$ cat src/rtl/parerr_pkg.sv
package parerr_pkg;
    localparam int LANE_W   = 8;
    localparam int CS_BANKS = 4;
    localparam int DR_BANKS = 2;
    localparam int N_FLAGS  = CS_BANKS + DR_BANKS;
    localparam int VEC_W    = 8;
    localparam int LVL_W    = 3;

    localparam logic [LVL_W-1:0] LEVEL_HI = 3'd5;
    localparam logic [LVL_W-1:0] LEVEL_LO = 3'd3;

    // Register image, most significant field first.
    typedef struct packed {
        logic                irq_en;
        logic                odd_sel;
        logic [CS_BANKS-1:0] cs_flag;
        logic [DR_BANKS-1:0] dr_flag;
        logic [VEC_W-1:0]    vec;
    } ctrl_reg_t;

    // Error test for one lane: count of ones in data plus parity bit.
    function automatic logic lane_bad(input logic [LANE_W-1:0] byte_v,
                                      input logic par_bit,
                                      input logic odd_sense);
        return (^byte_v) ^ par_bit ^ odd_sense;
    endfunction

    // One-hot hit on the flag vector: [N_FLAGS-1:DR_BANKS] chip selects, [DR_BANKS-1:0] DRAM.
    function automatic logic [N_FLAGS-1:0] bank_hit(input logic is_dram,
                                                    input logic [1:0] idx);
        logic [N_FLAGS-1:0] h;
        h = '0;
        if (is_dram) h[idx[0]] = 1'b1;
        else         h[DR_BANKS + int'(idx)] = 1'b1;
        return h;
    endfunction
endpackage

$ cat src/rtl/parerr_lane_check.sv
module parerr_lane_check
    import parerr_pkg::*;
#(
    parameter int LANES = 4
) (
    input  logic                     clk,
    input  logic                     rst,
    input  logic [LANES*LANE_W-1:0]  data,
    input  logic [LANES-1:0]         par,
    input  logic [LANES-1:0]         lane_en,
    input  logic                     odd_sense,
    output logic                     any_bad
);
    logic [LANES-1:0] bad;

    for (genvar l = 0; l < LANES; l++) begin : g_lane
        assign bad[l] = lane_en[l] & lane_bad(data[l*LANE_W +: LANE_W], par[l], odd_sense);


        lane_off_quiet_chk: assert property (@(posedge clk) disable iff (rst)
            !lane_en[l] |-> !bad[l]);
    end

    assign any_bad = |bad;
endmodule

$ cat src/rtl/parerr_flag_bank.sv
module parerr_flag_bank
    import parerr_pkg::*;
(
    input  logic               clk,
    input  logic               rst,
    input  logic [N_FLAGS-1:0] set_vec,
    input  logic [N_FLAGS-1:0] clr_vec,
    output logic [N_FLAGS-1:0] flags
);
    logic [N_FLAGS-1:0] flags_q;

    always_ff @(posedge clk) begin
        if (rst) flags_q <= '0;
        else     flags_q <= (flags_q & ~clr_vec) | set_vec;
    end

    assign flags = flags_q;

    for (genvar i = 0; i < N_FLAGS; i++) begin : g_chk

        flag_sticky_chk: assert property (@(posedge clk) disable iff (rst)
            (flags_q[i] && !clr_vec[i]) |=> flags_q[i]);

        set_wins_chk: assert property (@(posedge clk) disable iff (rst)
            (set_vec[i] && clr_vec[i]) |=> flags_q[i]);
    end
endmodule

$ cat src/rtl/parerr_status_ctrl.sv
module parerr_status_ctrl
    import parerr_pkg::*;
#(
    parameter int LANES  = 4,
    localparam int DATA_W = LANES * LANE_W
) (
    input  logic                 clk,
    input  logic                 rst,
    input  logic                 reg_wr,
    input  logic [15:0]          reg_wdata,
    output logic [15:0]          reg_rdata,
    input  logic                 rd_strobe,
    input  logic [DATA_W-1:0]    rd_data,
    input  logic [LANES-1:0]     rd_par,
    input  logic [LANES-1:0]     lane_en,
    input  logic                 bank_is_dram,
    input  logic [1:0]           bank_idx,
    input  logic [CS_BANKS-1:0]  cs_par_en,
    input  logic [DR_BANKS-1:0]  dram_par_en,
    input  logic                 lvl_sel,
    output logic                 irq_req,
    output logic [LVL_W-1:0]     irq_level,
    output logic                 par_err,
    input  logic                 iack,
    output logic [VEC_W-1:0]     iack_vec
);
    ctrl_reg_t          wr_img;
    ctrl_reg_t          rd_img;
    logic               irq_en_q;
    logic               odd_q;
    logic [VEC_W-1:0]   vec_q;
    logic               any_bad;
    logic [N_FLAGS-1:0] hit;
    logic [N_FLAGS-1:0] bank_en;
    logic [N_FLAGS-1:0] set_vec;
    logic [N_FLAGS-1:0] clr_vec;
    logic [N_FLAGS-1:0] flags;

    assign wr_img = ctrl_reg_t'(reg_wdata);

    always_ff @(posedge clk) begin
        if (rst) begin
            irq_en_q <= 1'b0;
            odd_q    <= 1'b0;
            vec_q    <= '0;
        end else if (reg_wr) begin
            irq_en_q <= wr_img.irq_en;
            odd_q    <= wr_img.odd_sel;
            vec_q    <= wr_img.vec;
        end
    end

    parerr_lane_check #(.LANES(LANES)) u_lanes (
        .clk       (clk),
        .rst       (rst),
        .data      (rd_data),
        .par       (rd_par),
        .lane_en   (lane_en),
        .odd_sense (odd_q),
        .any_bad   (any_bad)
    );

    assign hit     = bank_hit(bank_is_dram, bank_idx);
    assign bank_en = {cs_par_en, dram_par_en};
    assign set_vec = (rd_strobe && any_bad) ? (hit & bank_en) : '0;
    assign clr_vec = reg_wr ? {wr_img.cs_flag, wr_img.dr_flag} : '0;

    parerr_flag_bank u_flags (
        .clk     (clk),
        .rst     (rst),
        .set_vec (set_vec),
        .clr_vec (clr_vec),
        .flags   (flags)
    );

    always_comb begin
        rd_img         = '0;
        rd_img.irq_en  = irq_en_q;
        rd_img.odd_sel = odd_q;
        rd_img.cs_flag = flags[N_FLAGS-1:DR_BANKS];
        rd_img.dr_flag = flags[DR_BANKS-1:0];
        rd_img.vec     = vec_q;
    end

    assign reg_rdata = rd_img;
    assign par_err   = |flags;
    assign irq_req   = irq_en_q & par_err;
    assign irq_level = lvl_sel ? LEVEL_HI : LEVEL_LO;
    assign iack_vec  = iack ? vec_q : '0;


    reset_clear_chk: assert property (@(posedge clk) rst |=> (reg_rdata == 16'h0000));

    flag_rise_strobe_chk: assert property (@(posedge clk) disable iff (rst)
        (|(flags & ~$past(flags))) |-> $past(rd_strobe));

    irq_needs_err_chk: assert property (@(posedge clk) disable iff (rst)
        irq_req |-> par_err);

    vec_idle_zero_chk: assert property (@(posedge clk) disable iff (rst)
        !iack |-> (iack_vec == '0));
endmodule

$ cat config.mk
export PLATFORM = sky130hd
export DESIGN_NAME = parerr_status_ctrl
export DESIGN_NICKNAME = d
export VERILOG_FILES = /design/src/rtl/parerr_pkg.sv /design/src/rtl/parerr_lane_check.sv /design/src/rtl/parerr_flag_bank.sv /design/src/rtl/parerr_status_ctrl.sv
export SDC_FILE = /design/constraint.sdc
export NUM_CORES = 1
export LEC_CHECK = 0
export ABC_AREA = 1
export CAP_MARGIN = 20
export CORE_MARGIN = 2
export CORE_UTILIZATION = 33
export CTS_BUF_LIST = sky130_fd_sc_hd__clkbuf_4
export CTS_CLUSTER_SIZE = 16
export DETAILED_ROUTE_END_ITERATION = 8
export PLACE_DENSITY = 0.78
export SYNTH_ARGS = -nofsm -noshare
export SYNTH_HDL_FRONTEND = slang
export SYNTH_HIERARCHICAL = 1
export SYNTH_SLANG_ARGS = --single-unit
$ cat constraint.sdc
create_clock -name clk -period 1.5 [get_ports clk]
set_input_delay 0.45 -clock clk [delete_from_list [all_inputs] [get_ports clk]]
set_output_delay 0.45 -clock clk [all_outputs]
set_load 0.01 [all_outputs]
After elaboration in Yosys (flattened, before gate mapping)
Cells that the tools add are included.
- register bits after elaboration: 16
- latch bits: 0
- memory bits (writable): 0
- ROM bits: 0
- input bits: 71
- memories kept: 0
- add/subtract/negate cells: 1
- $mul: 0
- div/mod/pow operators: 0
- order comparisons: 4
- equality and inequality tests: 0
- shift-type cells: 0
- muxes and demuxes: 9
- bitwise operators: 17
- reduce and logical (&&, ||, !) cells: 9
- operator list (kind ; count):
    8-bit parity ; 4
    6-bit 2-to-1 mux ; 3
    6-bit AND ; 2
    8-bit 2-to-1 mux ; 1
    1-bit XOR ; 8
    6-bit NOT ; 1
    6-bit OR ; 1
    6-bit OR reduction ; 1
    1-bit AND ; 5
    1-bit by 4-bit < comparator with 1-bit output, second input constant ; 1
    3-bit by 4-bit < comparator with 1-bit output, second input constant ; 1
    4-bit OR reduction ; 1
    2-bit by 2-bit adder with 3-bit output, first input constant ; 1
    1-bit demux with 3-bit select ; 1
    3-bit by 1-bit >= comparator with 1-bit output, second input constant ; 1
    1-bit logical AND ; 3
    3-bit 2-to-1 mux ; 1
    1-bit 2-to-1 mux ; 2
    1-bit demux with 1-bit select ; 1
    1-bit >= comparator, second input constant ; 1

Longest topological paths before layout
Gate-level depths: netlist (run 1).
- depth after elaboration: 9
- mapped depth: 17
- mapped depth without buffers: 17

Modules after synthesis
The synthesis (run 1) kept the hierarchy.
- modules (own cells, without submodules) (module ; times used ; cells an instance ; area an instance (µm²) ; seq. area each (µm²)):
    parerr_status_ctrl ; 1 ; 100 ; 628.1 ; 200.2
    parerr_lane_check ; 1 ; 135 ; 599.3 ; 0.0
    parerr_flag_bank ; 1 ; 30 ; 217.7 ; 120.1

Worst setup path after synthesis (run 1)
Ideal clock, no wire load.
- path kind: input -> register
- from: input rd_data[24]
- to: register u_flags.flags_q[0] (netlist: u_flags/flags[0])
- arrival time: 1.493 ns
- slack: -0.063 ns
- stages on the path: 16
- cells stage by stage: inv_1 > nand2_1 > nand2_1 > nand2_1 > nand3_1 > nand2_1 > inv_1 > nand2_1 > nand3_1 > nand2_1 > inv_1 > nand2_1 > nand2_1 > nor3_1 > inv_1 > a21oi_1
- word-level cells in the longest chain between the ends: 8
- ends and longest elaborated chain (what ; line ; source):
    from (decl) ; parerr_status_ctrl.sv:13 ; input logic [DATA_W-1:0] rd_data,
    8-bit parity ; parerr_pkg.sv:25 ; return (^byte_v) ^ par_bit ^ odd_sense;
    1-bit XOR (2 in series) ; parerr_pkg.sv:25 ;
    1-bit AND ; parerr_lane_check.sv:17 ; assign bad[l] = lane_en[l] & lane_bad(data[l*LANE_W +: LANE_W], par[l], odd_sense);
    4-bit OR reduction ; parerr_lane_check.sv:24 ; assign any_bad = |bad;
    via any_bad ; parerr_status_ctrl.sv:32 ; logic any_bad;
    1-bit logical AND ; parerr_status_ctrl.sv:65 ; assign set_vec = (rd_strobe && any_bad) ? (hit & bank_en) : '0;
    6-bit 2-to-1 mux ; parerr_status_ctrl.sv:65 ;
    via set_vec[0] ; parerr_status_ctrl.sv:35 ; logic [N_FLAGS-1:0] set_vec;
    6-bit OR ; parerr_flag_bank.sv:14 ; else flags_q <= (flags_q & ~clr_vec) | set_vec;
    to (signal assigned) ; parerr_flag_bank.sv:14 ;
    to (decl) ; parerr_flag_bank.sv:10 ; logic [N_FLAGS-1:0] flags_q;
The timed path passes the listed nets, and every way through them passes these cells.
A chain may end at the register's enable or synchronous reset.

Final worst setup path (run 1)
- from: input rd_data[28]
- to: register u_flags.flags_q[5] (netlist: u_flags/flags[5])
Same word-level chain as after synthesis.

==> run_summary.xml, run 1 <==
<?xml version="1.0" encoding="UTF-8"?>
<metrics>
  <group name="setup_path">
    <metric name="critPathArrivalTime" unit="ns">1.91</metric>
    <metric name="crit_required" unit="ns">1.72</metric>
    <metric name="timing.reg2reg.setup_slack" unit="ns">-0.16</metric>
    <metric name="critical_path_buf_inv_count" unit="">5</metric>
    <metric name="critical_path.top_delay_family" unit="">simple AND/OR/NAND/NOR gates</metric>
    <metric name="max_stage_delay" unit="ns">0.25</metric>
    <metric name="critPathLaunchType" unit="">primary input</metric>
    <metric name="cp-end-kind" unit="">register</metric>
    <metric name="worst-r2r-cell-count" unit="">17</metric>
    <metric name="slowest_stage" unit="">sky130_fd_sc_hd__dlygate4sd2_1</metric>
    <metric name="critical_path_class" unit="">in -&gt; reg</metric>
    <metric name="crit_chain" unit="">dlygate4sd2_1, xnor2_2, nand3_1, nand2_2, inv_1, nand2_1, nand3_2, nand2_1, inv_1, nand2_2, nand2_4, buf_12, nor2_4, inv_2, a21oi_2</metric>
    <metric name="crit_fanout" unit="">5</metric>
    <metric name="r2r-end" unit="">u_flags/flags[5]$_SDFF_PP0_</metric>
    <metric name="timing.rr.start" unit="">odd_q$_SDFFE_PP0P_</metric>
  </group>
  <group name="drt">
    <metric name="route.vias.total" unit="">1812</metric>
    <metric name="first_iter_violations" unit="">42</metric>
    <metric name="drt-total-wl" unit="microns">3910</metric>
    <metric name="drt-wirelength-per-cell" unit="microns">9.27</metric>
    <metric name="final_antenna_net_count" unit="">0</metric>
    <metric name="drc" unit="">0</metric>
    <metric name="route.detailed.vias_per_inst" unit="">4.29</metric>
    <metric name="drt_first_pass_iters" unit="">4</metric>
  </group>
  <group name="min_path">
    <metric name="hold_path_end" unit="">vec_q[2]$_SDFFE_PP0P_</metric>
    <metric name="worst_hold_path.num_cells" unit="">2</metric>
    <metric name="min-delay-start" unit="">vec_q[2]$_SDFFE_PP0P_</metric>
    <metric name="min_path_type" unit="">reg -&gt; reg</metric>
  </group>
  <group name="grt">
    <metric name="antenna_found_initial" unit="">0</metric>
    <metric name="global_route_wire_length_before_repair" unit="microns">6730</metric>
    <metric name="track_usage" unit="">0.163</metric>
    <metric name="first_global_vias" unit="">1718</metric>
    <metric name="globalRoute.totalOverflow" unit="">0</metric>
    <metric name="grt_start_max_net_pins" unit="">18</metric>
  </group>
  <group name="power">
    <metric name="power-per-cell-area" unit="nW/um^2">484</metric>
    <metric name="irDropWorstVdd" unit="mV">0.311</metric>
    <metric name="power.leakage" unit="nW">1.48</metric>
    <metric name="power.total" unit="mW">1.29</metric>
  </group>
  <group name="logic_synthesis">
    <metric name="synth-xor-area-share" unit="">0.0606</metric>
    <metric name="syn-mean-instance-area" unit="sq um">5.45</metric>
    <metric name="synth.lib_cells_used.distinct" unit="">20</metric>
    <metric name="syn_area" unit="sq um">1450</metric>
    <metric name="number_of_register_bits_inferred_by_synthesis" unit="">16</metric>
    <metric name="synth.net_count" unit="">336</metric>
    <metric name="synth_top_family_by_area" unit="">simple AND/OR/NAND/NOR gates</metric>
    <metric name="synth.yosys.seq_area_share" unit="">0.222</metric>
    <metric name="ys_warn_count" unit="">6</metric>
    <metric name="yosys-mux-area-fraction" unit="">0</metric>
    <metric name="synth-adder-area-share" unit="">0</metric>
    <metric name="synth-compound-area-share" unit="">0.0658</metric>
    <metric name="yosys.area_share.simple" unit="">0.447</metric>
    <metric name="number_of_cells_produced_by_synthesis" unit="">265</metric>
  </group>
  <group name="cells_and_area">
    <metric name="final_common_cell" unit="">sky130_fd_sc_hd__nand2_1</metric>
    <metric name="nets" unit="">442</metric>
    <metric name="layout.core_utilization" unit="">0.619</metric>
    <metric name="n_fill_cell" unit="">418</metric>
    <metric name="layout.cells.most_common_list" unit="">sky130_fd_sc_hd__nand2_1, sky130_fd_sc_hd__dlygate4sd2_1, sky130_fd_sc_hd__inv_1</metric>
    <metric name="drive_above_1_share" unit="">0.249</metric>
    <metric name="area.growth.synth_to_final" unit="%">83.8</metric>
    <metric name="n_antenna_cell" unit="">0</metric>
  </group>
  <group name="die">
    <metric name="design.portCount" unit="">100</metric>
    <metric name="core.rowCount" unit="">24</metric>
    <metric name="die_area" unit="sq um">4920</metric>
    <metric name="chipHeight" unit="microns">70.2</metric>
    <metric name="die_width" unit="microns">70.2</metric>
    <metric name="fp.coreArea" unit="sq um">4290</metric>
    <metric name="initial_utilization" unit="">0.337</metric>
  </group>
  <group name="timing">
    <metric name="grt_setup_unrepaired" unit="">yes</metric>
    <metric name="min_period_over_period" unit="">1.12</metric>
    <metric name="period_minus_slack" unit="ns">1.69</metric>
    <metric name="post-route-worst-setup-slack" unit="ns">-0.187</metric>
    <metric name="slew_violations" unit="">0</metric>
    <metric name="maxClockFrequency" unit="GHz">0.593</metric>
    <metric name="final-hold-violation-count" unit="">0</metric>
    <metric name="finalSetupViolCount" unit="">7</metric>
    <metric name="finClkSkew" unit="ns">0.00238</metric>
  </group>
  <group name="placement">
    <metric name="dp_hpwl" unit="microns">3250</metric>
    <metric name="port_buffers" unit="">98</metric>
    <metric name="globalplace.congestion" unit="">0.761</metric>
  </group>
  <group name="clock_tree">
    <metric name="cts_tree" unit="">done</metric>
    <metric name="worstSkewPairLatency" unit="ns">0.28</metric>
    <metric name="clkSinkCount" unit="">16</metric>
    <metric name="cts-buffers-inserted" unit="">3</metric>
    <metric name="clock-root-buffer" unit="">sky130_fd_sc_hd__clkbuf_4</metric>
    <metric name="clock_path_buffers" unit="">2</metric>
    <metric name="clk_pin_slew" unit="ns">0.09</metric>
    <metric name="h-tree-depth" unit="">1</metric>
    <metric name="post_cts_hold_fix_bufs" unit="">0</metric>
  </group>
  <group name="status">
    <metric name="failed_checks" unit="">setup timing</metric>
    <metric name="status" unit="">finished with violations</metric>
  </group>
  <group name="run">
    <metric name="timing.max_cap.violations" unit="">0</metric>
  </group>
</metrics>
-- report_power, final --
group | internal (mW) | switching, mW
logic | 0.316 | 0.285
clock network | 0.0965 | 0.130
registers | 0.445 | 0.0143
-- state kept, by name, indices dropped and copies added, names as in the netlist --
| signal | flops |
|---|---|
| vec_q | 8 |
| u_flags/flags | 6 |
| irq_en_q | 1 |
| odd_q | 1 |
-- worst max-delay path by stage --
stage	cells past startpoint	startpoint	slack [ns]	to
6_report	15	rd_data[28]	-0.19	u_flags/flags[5]$_SDFF_PP0_
3_5_place_dp	17	rd_data[27]	-0.77	u_flags/flags[0]$_SDFF_PP0_
3_3_place_gp	17	rd_data[19]	-0.70	u_flags/flags[3]$_SDFF_PP0_
5_1_grt	17	odd_q$_SDFFE_PP0P_	-0.31	u_flags/flags[3]$_SDFF_PP0_
2_1_floorplan	16	rd_data[8]	-0.02	u_flags/flags[0]$_SDFF_PP0_
4_1_cts	17	odd_q$_SDFFE_PP0P_	-0.18	u_flags/flags[0]$_SDFF_PP0_
-- synthesized netlist by cell type (all sizes together) --
master,n,area share
nor3,3,0.010
nor2,12,0.031
inv,59,0.15
dfxtp,16,0.22
buf,7,0.046
nand3b,6,0.031
xor2,1,0.0061
conb,1,0.0026
nand2,113,0.30
clkbuf,1,0.0035
nand3,20,0.069
xnor2,9,0.055
nand4,1,0.0043
a21oi,16,0.066
-- cell type report --
type / instances / area [sq um] / area share
inverter: 59 / 229 / 0.0862
clock buffer: 3 / 22.5 / 0.00848
sequential: 16 / 338 / 0.127
tap: 52 / 65.1 / 0.0245
timing repair buffer: 109 / 1000 / 0.378
multi-input combinational: 182 / 995 / 0.374
clock inverter: 1 / 3.75 / 0.00141
-- per-stage QoR --
step                      hold slack, ns  cells  cell area (sq um)  setup slack, ns  setup TNS, ns
after global routing               0.495    422               2660           -0.312          -1.81
after detailed placement           0.469    417               2570           -0.766         -10.85
final                              0.467    422               2660           -0.187         -0.945
after CTS                          0.472    421               2570           -0.183         -0.617
after global placement             0.466    417               2570           -0.697         -10.39
after floorplan                    0.453    265               1500          -0.0239        -0.0682
-- worst min-delay path, cell delays in order, from the launching register on --
cell and delay, ns:
sky130_fd_sc_hd__dfxtp_2 0.33, sky130_fd_sc_hd__nand2_1 0.05, sky130_fd_sc_hd__a21oi_1 0.05
-- timing repair --
action                     CTS  global route
pin swaps                   35            17
setup endpoints to repair   34            18
cloned                       0             0
gates resized for setup    100            41
setup buffers                0             1
-- kinds of logic (layout without fill, tap and decap cells) --
family                    after synthesis  in the layout
DFF                                    16             16
other                                   1              1
buffers and inverters                  67            172
AOI/OAI and AO/OA                      16             16
and+or+nand+nor                       155            155
xor gates and xnor gates               10             10
-- metal layers --
metal / GRT usage / wire length [microns] / vias to the layer above
met1: 0.186 / 1610 / 764
li1: - / - / 987
met2: 0.302 / 1980 / 57
met5: 0 / 0 / -
met3: 0.0476 / 288 / 4
met4: 0.0278 / 34 / 0
Note: power is estimated with default switching activity, not from simulation.
==> inputs of run 2 (changes only) <==
--- a/config.mk
+++ b/config.mk
@@ -7,12 +7,11 @@
 export LEC_CHECK = 0
 export ABC_AREA = 1
 export CAP_MARGIN = 20
-export CORE_MARGIN = 2
-export CORE_UTILIZATION = 33
+export CORE_UTILIZATION = 39
 export CTS_BUF_LIST = sky130_fd_sc_hd__clkbuf_4
 export CTS_CLUSTER_SIZE = 16
 export DETAILED_ROUTE_END_ITERATION = 8
-export PLACE_DENSITY = 0.78
+export PLACE_DENSITY = 0.87
 export SYNTH_ARGS = -nofsm -noshare
 export SYNTH_HDL_FRONTEND = slang
 export SYNTH_HIERARCHICAL = 1
==> constraint.sdc (replaced) <==
create_clock -name clk -period 2.1 [get_ports clk]
set_input_delay 0.63 -clock clk [delete_from_list [all_inputs] [get_ports clk]]
set_output_delay 0.63 -clock clk [all_outputs]
set_load 0.01 [all_outputs]
==> run 2 against run 1 <==
The flow now finishes without violations. Final cell count fell by 3.3%. Power is 27% lower. Global-route usage increased by 4.1 points. Largest cell class unchanged. Highest routed layer unchanged.
==> run_summary.xml, run 2 (synthesized netlist as in run 1, its figures left out) <==
<?xml version="1.0" encoding="UTF-8"?>
<metrics>
  <group name="status">
    <metric name="status" unit="">completed</metric>
  </group>
  <group name="drt">
    <metric name="route.vias.total" unit="">1882</metric>
    <metric name="drt-wirelength-per-cell" unit="microns">11.2</metric>
    <metric name="route.detailed.vias_per_inst" unit="">4.61</metric>
    <metric name="drt-total-wl" unit="microns">4570</metric>
    <metric name="final_antenna_net_count" unit="">0</metric>
    <metric name="drt_first_pass_iters" unit="">4</metric>
    <metric name="drc" unit="">0</metric>
    <metric name="first_iter_violations" unit="">32</metric>
  </group>
  <group name="setup_path">
    <metric name="critPathLaunchType" unit="">primary input</metric>
    <metric name="cp-end-kind" unit="">primary output</metric>
    <metric name="crit_fanout" unit="">8</metric>
    <metric name="critical_path_class" unit="">in -&gt; out</metric>
    <metric name="critPathArrivalTime" unit="ns">1.42</metric>
    <metric name="crit_required" unit="ns">1.47</metric>
  </group>
  <group name="clock_tree">
    <metric name="cts_tree" unit="">done</metric>
    <metric name="cts-buffers-inserted" unit="">3</metric>
    <metric name="clkSinkCount" unit="">16</metric>
    <metric name="clk_pin_slew" unit="ns">0.09</metric>
    <metric name="clock_path_buffers" unit="">2</metric>
    <metric name="cts_setup_buffers" unit="">0</metric>
    <metric name="post_cts_hold_fix_bufs" unit="">0</metric>
    <metric name="worstSkewPairLatency" unit="ns">0.29</metric>
    <metric name="clock-root-buffer" unit="">sky130_fd_sc_hd__clkbuf_4</metric>
    <metric name="h-tree-depth" unit="">1</metric>
  </group>
  <group name="grt">
    <metric name="antenna_found_initial" unit="">0</metric>
    <metric name="global_route_wire_length_before_repair" unit="microns">6700</metric>
    <metric name="grt_start_max_net_pins" unit="">17</metric>
    <metric name="globalRoute.totalOverflow" unit="">0</metric>
    <metric name="track_usage" unit="">0.204</metric>
    <metric name="first_global_vias" unit="">1721</metric>
  </group>
  <group name="timing">
    <metric name="post-route-worst-setup-slack" unit="ns">0.0510</metric>
    <metric name="period_minus_slack" unit="ns">2.05</metric>
    <metric name="fin_worst_hold_slack" unit="ns">0.487</metric>
    <metric name="finClkSkew" unit="ns">0.00126</metric>
    <metric name="maxClockFrequency" unit="GHz">0.488</metric>
    <metric name="finalSetupViolCount" unit="">0</metric>
    <metric name="min_period_over_period" unit="">0.976</metric>
    <metric name="slew_violations" unit="">0</metric>
    <metric name="final-hold-violation-count" unit="">0</metric>
  </group>
  <group name="cells_and_area">
    <metric name="largest_register_ffs" unit="">8</metric>
    <metric name="instances_no_fill" unit="">408</metric>
    <metric name="n_fill_cell" unit="">283</metric>
    <metric name="n_antenna_cell" unit="">0</metric>
    <metric name="ff_latch_area" unit="sq um">327</metric>
    <metric name="layout.cells.most_common_list" unit="">sky130_fd_sc_hd__nand2_1, sky130_fd_sc_hd__clkdlybuf4s50_1, sky130_fd_sc_hd__inv_1</metric>
    <metric name="nets" unit="">434</metric>
    <metric name="area.growth.synth_to_final" unit="%">82.9</metric>
    <metric name="drive_above_1_share" unit="">0.146</metric>
    <metric name="area_used_by_multi_input_combinational_logic" unit="sq um">955</metric>
    <metric name="final_area" unit="sq um">2640</metric>
    <metric name="largest-register" unit="">vec_q</metric>
    <metric name="layout.core_utilization" unit="">0.768</metric>
    <metric name="final_common_cell" unit="">sky130_fd_sc_hd__nand2_1</metric>
  </group>
  <group name="min_path">
    <metric name="min_path_type" unit="">reg -&gt; reg</metric>
  </group>
  <group name="die">
    <metric name="initial_utilization" unit="">0.420</metric>
    <metric name="chipHeight" unit="microns">62.9</metric>
    <metric name="design.portCount" unit="">100</metric>
    <metric name="fp.coreArea" unit="sq um">3440</metric>
    <metric name="die_area" unit="sq um">3950</metric>
    <metric name="die_width" unit="microns">62.9</metric>
    <metric name="core.rowCount" unit="">21</metric>
  </group>
  <group name="placement">
    <metric name="port_buffers" unit="">98</metric>
    <metric name="dpl_cell_area" unit="sq um">2430</metric>
    <metric name="globalplace.congestion" unit="">0.824</metric>
    <metric name="dp_hpwl" unit="microns">3420</metric>
    <metric name="dp.cells" unit="">404</metric>
    <metric name="place_worst_setup_slack" unit="ns">-0.459</metric>
  </group>
  <group name="power">
    <metric name="power-per-cell-area" unit="nW/um^2">354</metric>
    <metric name="power.leakage" unit="nW">1.53</metric>
    <metric name="irDropWorstVdd" unit="mV">0.264</metric>
  </group>
  <group name="run">
    <metric name="timing.max_cap.violations" unit="">0</metric>
  </group>
</metrics>
run 2: cell types whose count changed in the layout (fill, tap and decap cells not counted), sizes merged:
cell           change
buf               -13
dlygate4sd2       -49
dlymetal6s2s      +23
clkdlybuf4s50     +40
clkbuf             -1
clkdlybuf4s15      -8
run 2: where the power goes:
| part | total, mW | internal (mW) | switching [mW] |
|---|---|---|---|
| Combinational | 0.438 | 0.237 | 0.201 |
| Clock | 0.170 | 0.0692 | 0.100 |
| Sequential | 0.329 | 0.317 | 0.0121 |
| Total | 0.937 | 0.623 | 0.313 |
run 2: layout make-up:
type / count / area share
Multi-Input combinational cell: 182 / 0.361
Timing Repair Buffer: 101 / 0.400
Inverter: 59 / 0.0838
Tap cell: 46 / 0.0218
Sequential cell: 16 / 0.124
Clock inverter: 1 / 0.00142
Clock buffer: 3 / 0.00852
run 2: stage by stage:
stage | power [mW] | TNS, ns
2_1_floorplan | 0.529 | 0
3_3_place_gp | 0.727 | -5.24
3_5_place_dp | 0.740 | -5.88
4_1_cts | 0.916 | 0
5_1_grt | 0.997 | -0.121
6_report | 0.937 | 0
run 2: worst max-delay path, stage by stage:
cell and delay (ns):
sky130_fd_sc_hd__clkbuf_4 0.15, sky130_fd_sc_hd__nand2_1 0.06, sky130_fd_sc_hd__inv_1 0.05, sky130_fd_sc_hd__clkdlybuf4s50_1 0.53
run 2: worst paths after layout:
check                               from                     endpoint  slack [ns]  cells past startpoint
max reg2reg           odd_q$_SDFFE_PP0P_  u_flags/flags[0]$_SDFF_PP0_        0.25                     16
max                                 iack                  iack_vec[3]        0.05                      4
min          u_flags/flags[4]$_SDFF_PP0_  u_flags/flags[4]$_SDFF_PP0_        0.49                      2
min reg2reg  u_flags/flags[4]$_SDFF_PP0_  u_flags/flags[4]$_SDFF_PP0_        0.49                      2
run 2: repair_timing:
action | CTS | global route
endpoints found under the setup margin | 14 | 13
gates cloned | 0 | 0
pin swaps | 0 | 27
gates resized for setup | 15 | 53
run 2: per-layer routing:
layer | GRT usage | share of wire | vias up
met3 | 0.0328 | 0.041 | 8
met2 | 0.414 | 0.55 | 60
met5 | 0 | 0 | -
met4 | 0.0727 | 0.016 | 0
li1 | - | - | 972
met1 | 0.201 | 0.40 | 842
==> inputs of run 3 (changes only) <==
--- a/config.mk
+++ b/config.mk
@@ -6,12 +6,13 @@
 export NUM_CORES = 1
 export LEC_CHECK = 0
 export ABC_AREA = 1
-export CAP_MARGIN = 20
+export CAP_MARGIN = 25
 export CORE_UTILIZATION = 39
 export CTS_BUF_LIST = sky130_fd_sc_hd__clkbuf_4
 export CTS_CLUSTER_SIZE = 16
 export DETAILED_ROUTE_END_ITERATION = 8
 export PLACE_DENSITY = 0.87
+export SLEW_MARGIN = 10
 export SYNTH_ARGS = -nofsm -noshare
 export SYNTH_HDL_FRONTEND = slang
 export SYNTH_HIERARCHICAL = 1
==> results of run 3 <==
Final layout, timing and power as in run 2 (identical DEF).
